**config.mk**
```make
export PLATFORM = sky130hd
export DESIGN_NAME = hybrid_lfsr_counter
export DESIGN_NICKNAME = d
export VERILOG_FILES = /design/src/rtl/hlc_pkg.sv /design/src/rtl/lfsr_ext_stage.sv /design/src/rtl/bin_high_stage.sv /design/src/rtl/term_detect.sv /design/src/rtl/hybrid_lfsr_counter.sv
export SDC_FILE = /design/constraint.sdc
export NUM_CORES = 1
export LEC_CHECK = 0
export CAP_MARGIN = 10
export CORE_AREA = 2 2 39 41
export CTS_BUF_LIST = sky130_fd_sc_hd__clkbuf_4 sky130_fd_sc_hd__clkbuf_8
export CTS_CLUSTER_DIAMETER = 50
export CTS_CLUSTER_SIZE = 14
export DETAILED_ROUTE_END_ITERATION = 16
export DIE_AREA = 0 0 41 43
export DONT_BUFFER_PORTS = 1
export GPL_TIMING_DRIVEN = 0
export PLACE_DENSITY = 0.52
export SLEW_MARGIN = 20
export SYNTH_ARGS = -nofsm -noshare
export SYNTH_HDL_FRONTEND = slang
export SYNTH_SLANG_ARGS = --single-unit
```
**constraint.sdc**
```tcl
create_clock -name clk -period 1.8 [get_ports clk]
set_clock_uncertainty 0.2 [all_clocks]
set_input_delay 0.27 -clock clk [delete_from_list [all_inputs] [get_ports clk]]
set_output_delay 0.27 -clock clk [all_outputs]
set_load 0.02 [all_outputs]
```
**src/rtl/hlc_pkg.sv**
```systemverilog
package hlc_pkg;
   // Feedback tap mask for a left-shifting Fibonacci register of width w.
   // Bit w-1 is always set; the second tap selects a maximal polynomial.
   function automatic logic [7:0] tap_mask(input int w);
      logic [7:0] m;
      case (w)
         3: m = 8'b0000_0110;
         4: m = 8'b0000_1100;
         5: m = 8'b0001_0100;
         6: m = 8'b0011_0000;
         7: m = 8'b0110_0000;
         default: m = 8'b1011_1000;
      endcase
      return m;
   endfunction
endpackage

```
**src/rtl/lfsr_ext_stage.sv**
```systemverilog
module lfsr_ext_stage
   import hlc_pkg::*;
#(
   parameter int W = 4
) (
   input  logic         clk,
   input  logic         rst,
   input  logic         adv,
   output logic [W-1:0] state,
   output logic         at_last
);
   localparam logic [7:0]   MASK8 = tap_mask(W);
   localparam logic [W-1:0] TAPS  = MASK8[W-1:0];
   localparam logic [W-1:0] FIRST = '0;
   localparam logic [W-1:0] LAST  = W'(1) << (W-1);

   generate
      if (W < 3 || W > 8) begin : g_bad_width
         $error("lfsr_ext_stage: W must lie in 3..8");
      end
   endgenerate

   logic [W-1:0] state_q, state_d;
   logic         last_q;
   logic         zero_low;
   logic         fb;

   always_comb begin
      zero_low = (state_q[W-2:0] == '0);
      fb       = (^(state_q & TAPS)) ^ zero_low;
      state_d  = {state_q[W-2:0], fb};
   end

   always_ff @(posedge clk) begin
      if (rst) begin
         state_q <= FIRST;
         last_q  <= 1'b0;
      end else if (adv) begin
         state_q <= state_d;
         last_q  <= (state_d == LAST);
      end
   end

   assign state   = state_q;
   assign at_last = last_q;


   wrap_to_first_chk: assert property (@(posedge clk) disable iff (rst)
      (adv && last_q) |=> (state_q == FIRST));

   hold_low_chk: assert property (@(posedge clk) disable iff (rst)
      !adv |=> $stable(state_q));

   last_flag_chk: assert property (@(posedge clk) disable iff (rst)
      (last_q == (state_q == LAST)));
endmodule

```
**src/rtl/bin_high_stage.sv**
```systemverilog
module bin_high_stage #(
   parameter int W = 4
) (
   input  logic         clk,
   input  logic         rst,
   input  logic         inc,
   output logic [W-1:0] count,
   output logic         all_ones
);
   generate
      if (W < 1) begin : g_bad_width
         $error("bin_high_stage: W must be at least 1");
      end
   endgenerate

   logic [W-1:0] cnt_q;

   always_ff @(posedge clk) begin
      if (rst)      cnt_q <= '0;
      else if (inc) cnt_q <= cnt_q + W'(1);
   end

   assign count    = cnt_q;
   assign all_ones = &cnt_q;


   high_hold_chk: assert property (@(posedge clk) disable iff (rst)
      !inc |=> $stable(cnt_q));

   high_step_chk: assert property (@(posedge clk) disable iff (rst)
      inc |=> (cnt_q == $past(cnt_q) + W'(1)));
endmodule

```
**src/rtl/term_detect.sv**
```systemverilog
module term_detect (
   input  logic low_last,
   input  logic high_full,
   output logic tc
);
   assign tc = low_last & high_full;
endmodule

```
**src/rtl/hybrid_lfsr_counter.sv**
```systemverilog
module hybrid_lfsr_counter #(
   parameter int LOW_W  = 4,
   parameter int HIGH_W = 4
) (
   input  logic              clk,
   input  logic              rst,
   input  logic              en,
   output logic [LOW_W-1:0]  low_state,
   output logic [HIGH_W-1:0] high_count,
   output logic              tc
);
   localparam int TOTAL_W = LOW_W + HIGH_W;

   generate
      if (TOTAL_W > 30) begin : g_bad_total
         $error("hybrid_lfsr_counter: total width too large");
      end
   endgenerate

   logic low_last;
   logic high_full;
   logic high_inc;

   lfsr_ext_stage #(.W(LOW_W)) u_low (
      .clk     (clk),
      .rst     (rst),
      .adv     (en),
      .state   (low_state),
      .at_last (low_last)
   );

   // Registered wrap flag from the low stage acts as the high-stage enable.
   assign high_inc = en & low_last;

   bin_high_stage #(.W(HIGH_W)) u_high (
      .clk      (clk),
      .rst      (rst),
      .inc      (high_inc),
      .count    (high_count),
      .all_ones (high_full)
   );

   term_detect u_tc (
      .low_last  (low_last),
      .high_full (high_full),
      .tc        (tc)
   );


   full_wrap_chk: assert property (@(posedge clk) disable iff (rst)
      (en && tc) |=> (low_state == '0 && high_count == '0));

   tc_hold_chk: assert property (@(posedge clk) disable iff (rst)
      !en |=> $stable(tc));

   reset_clear_chk: assert property (@(posedge clk)
      rst |=> (low_state == '0 && high_count == '0 && !tc));
endmodule

```
Yosys cells after proc, flatten, opt, wreduce, memory -nomap -nowiden:

Cells that the tools add are included.

* bits in registers: 9
* bits in latches: 0
* memory bits (writable): 0
* memory bits (read-only): 0
* output and inout port bits: 9
* logic and storage cells: 11
* memories: 0

* add/sub/neg operators: 1
* multiply operators: 0
* div/mod/pow operators: 0
* order comparisons: 0
* eq/ne operators: 1
* shift operators: 0
* multiplexer cells: 0
* bitwise gates (word level): 3
* reduce and logical (&&, ||, !) cells: 3

Operator list (count)
* 4-bit by 1-bit adder with 4-bit output, second input constant: 1
* 4-bit == test, second input constant: 1
* 4-bit AND reduction: 1
* 4-bit parity: 1
* 3-bit zero test: 1
* 1-bit bitwise AND: 2
* 1-bit XOR: 1

Longest topological paths before layout:

* depth in word-level cells: 3
* mapped depth: 4

By module:

A second synthesis with hierarchy kept.

* cell total of the unflattened synthesis: 41
* area, all modules: 417.9 µm²

By module, submodules not included
* lfsr_ext_stage: instances 1, cells each 22, area an instance 220.2 µm²
* bin_high_stage: instances 1, cells each 17, area an instance 185.2 µm²
* hybrid_lfsr_counter: instances 1, cells each 1, area an instance 6.3 µm²
* term_detect: instances 1, cells each 1, area an instance 6.3 µm²

Least setup slack after synthesis:

OpenSTA, ideal clock, no wires.

* kind: register to output
* start: register u_high.cnt_q[0], in the netlist u_high.count[0]
* end: output port tc
* arrival: 977 ps
* required time: 1330 ps
* setup slack: 353 ps
* cell stages (with the launch flop): 3
* buffers on the path: 0
* cell sequence: dfxtp_1 -> ha_1 -> and4_1

* word-level cells in the longest chain between the ends: 2

Ends and longest elaborated chain
* start, declared: line bin_high_stage.sv:16 `logic [W-1:0] cnt_q;`
* start signal, assigned: line bin_high_stage.sv:20 `else if (inc) cnt_q <= cnt_q + W'(1);`
* 4-bit AND reduction: line bin_high_stage.sv:24 `assign all_ones = &cnt_q;`
* 1-bit bitwise AND: line term_detect.sv:6 `assign tc = low_last & high_full;`
* end, declared: line hybrid_lfsr_counter.sv:10 `output logic tc`

No other way between the ends.

Final worst setup path:

Same ends and word-level chain as after synthesis.

==> impl_metrics.yaml <==
synth:
  ys_types: 20
  ys_ff_latch: 9
  ys.flop_type: "dfxtp_1"
  synth_top_area_frac: 0.451
  ys_async_sr_fraction: 0
  ys_seq_area_frac: 0.451
  yosys_warnings: 0
  syn_area_per_cell_um2: 9.28
  synth_edf_count: 0
  synthCells: 43
  netlist_top_cells_area: "dfxtp_1 45%, mux2i_1 7.5%, nor2_1 6.6%"
  synth_top_cell_by_area: "dfxtp_1"
  synth_area_um2: 399
  syn_nets: 47
clock_network:
  cts_max_level: 1
  cts.clk_slew.worst_paths_ns: 0.06
  cts_tree: "done"
  postCtsSetupBuffers: 0
  cts_buffers: 3
  clock_path_buffers: 2
  worstSkewPairLatency_ns: 0.26
  cts_root_buf: "clkbuf_4"
  clock-sinks: 9
finish:
  final_cell_mix: "7 x nor2_1, 7 x dfxtp_1, 4 x nand3_1, 4 x clkbuf_4"
  antennaDiodeCount: 0
  final_cell_area_um2: 452
  nets: 52
  area_delta_synth_final_pct: 13.2
  drive_above_1_share: 0.213
  fill_cells: 151
setup_path:
  worst_setup_path_end_kind: "primary output"
  crit_arrival_ns: 1.22
  cpPeakStageDelay_ns: 0.43
  worstPathCellList: "ha_1 -> and4_1"
  crit_path_start: "u_high.count[0]"
  path_class: "register to primary output"
  crit_required_ns: 1.33
  critPathSlowestCell: "dfxtp_2"
  reg2reg_from: "u_low.state[3]"
  start_kind: "register"
  critical_path.max_fanout: 4
routing:
  highest_layer: "met4"
  ant_nets: 0
  drtIter0Drc: 5
  drcViolationCount: 0
  first_pass_iters: 7
  drt-total-wl_um: 794
  vias: 328
  met2_length_um: 392
  m1WireLength_um: 357
  via_per_inst: 5.21
  wl_met3_um: 33
  wl_per_cell_um: 12.6
power_and_ir_drop:
  p_total_mw: 0.410
  static-leakage-power_nw: 0.182
  power_density_mw_per_mm2: 907
  vdd.ir_drop.worst_mv: 0.390
die:
  core_area_mm2: 0.00138
  dieWidth_um: 41
  die_h_um: 43
  num_rows: 14
  die_area_mm2: 0.00176
  boundaryPins: 12
  start_util: 0.288
timing:
  finalHoldViolCount: 0
  max-slew-margin-rel: 0.758
  fin_crit_sh: 0.937
  drv_slew: 0
  tns_ns: 0
  setup_viol: 0
  whs_ns: 0.0411
  rsz0062_at_grt: "false"
  fmax_mhz: 593
  min_period_ns: 1.69
  worst_pin_slew_ns: 0.362
global_route:
  overflow: 0
  grt_util_all_layers: 0.119
  grt_pass1_vias: 282
  grt_max_degree: 11
  antenna_found_initial: 0
  grt_pass1_wl_mm: 1.38
status:
  status: "finished clean"
hold_path:
  hp-class: "input pin to register"
  hold_start: "rst"
placement:
  dp_hpwl_um: 513
  port_buffers: 0
  dpl_cell_area_um2: 419
  place.gp.congestion: 0.674
flow_run:
  maxCapViolCount: 0
-- kinds of logic after synthesis --
| logic type | share of synthesized area |
|---|---|
| flip-flops | 0.451 |
| adder cells (fa/ha/maj) | 0.0313 |
| buffers and inverters | 0.0564 |
| multiplexers | 0.0752 |
| AO/OA/AOI/OAI | 0.0909 |
| AND/OR/NAND/NOR | 0.251 |
| XOR/XNOR | 0.0439 |
-- layout make-up --
class	instances	area, um^2	share of cell area
multi-input cells	31	196	0.435
inverters	1	3.75	0.00831
plain buffers	2	18.8	0.0416
clock buffers	4	30.0	0.0665
well taps	16	20.0	0.0443
flip-flops and latches	9	183	0.404
-- Yosys cell counts, drive strengths merged, types with 2 or more instances --
cell / count
a21oi: 3
buf: 2
dfxtp: 9
mux2i: 3
nand2: 3
nand3: 4
nor2: 7
xor2: 2
-- final timing paths --
path / to / slack (ns) / cells after the start
min reg2reg: u_high.count[1] / 0.33 / 2
min: u_high.count[1] / 0.04 / 2
max: tc / 0.11 / 2
max reg2reg: u_low.state[0] / 0.31 / 3
-- worst max-delay path: cells and delay by family, from the launching register on --
| family | cells | cell delay [ns] |
|---|---|---|
| DFF | 1 | 0.43 |
| and+or+nand+nor | 1 | 0.32 |
| adders and majority gates | 1 | 0.21 |
-- power breakdown --
part	internal (mW)	switching [mW]
clock network	0.101	0.0727
registers	0.203	0.0114
logic	0.0104	0.0116
total	0.314	0.0957
-- timing repair --
| item | 4_1_cts | 5_1_grt |
|---|---|---|
| setup endpoints to repair | 1 | 1 |
| hold buffers | 0 | 0 |
| pin swaps | 0 | 0 |
| resized for setup | 1 | 1 |
-- state kept, by name, summed over array words and instances, names as in the netlist --
signal         flops
u_high.count       4
u_low.state        4
u_low.at_last      1
-- metal layers --
| metal | track usage | up-vias |
|---|---|---|
| met3 | 0.0366 | 2 |
| met4 | 0.0800 | 0 |
| met1 | 0.163 | 160 |
| li1 | - | 161 |
| met2 | 0.153 | 5 |
| met5 | 0 | - |
-- metrics by stage --
| stage | cells | setup slack (ns) | utilization |
|---|---|---|---|
| 2_1_floorplan | 43 | 0.353 | - |
| 3_3_place_gp | 59 | 0.281 | 0.303 |
| 3_5_place_dp | 59 | 0.281 | 0.303 |
| 4_1_cts | 63 | 0.00366 | 0.325 |
| 5_1_grt | 63 | 0.0231 | 0.326 |
| 6_report | 63 | 0.113 | 0.326 |
(Power assumes the default switching activity.)
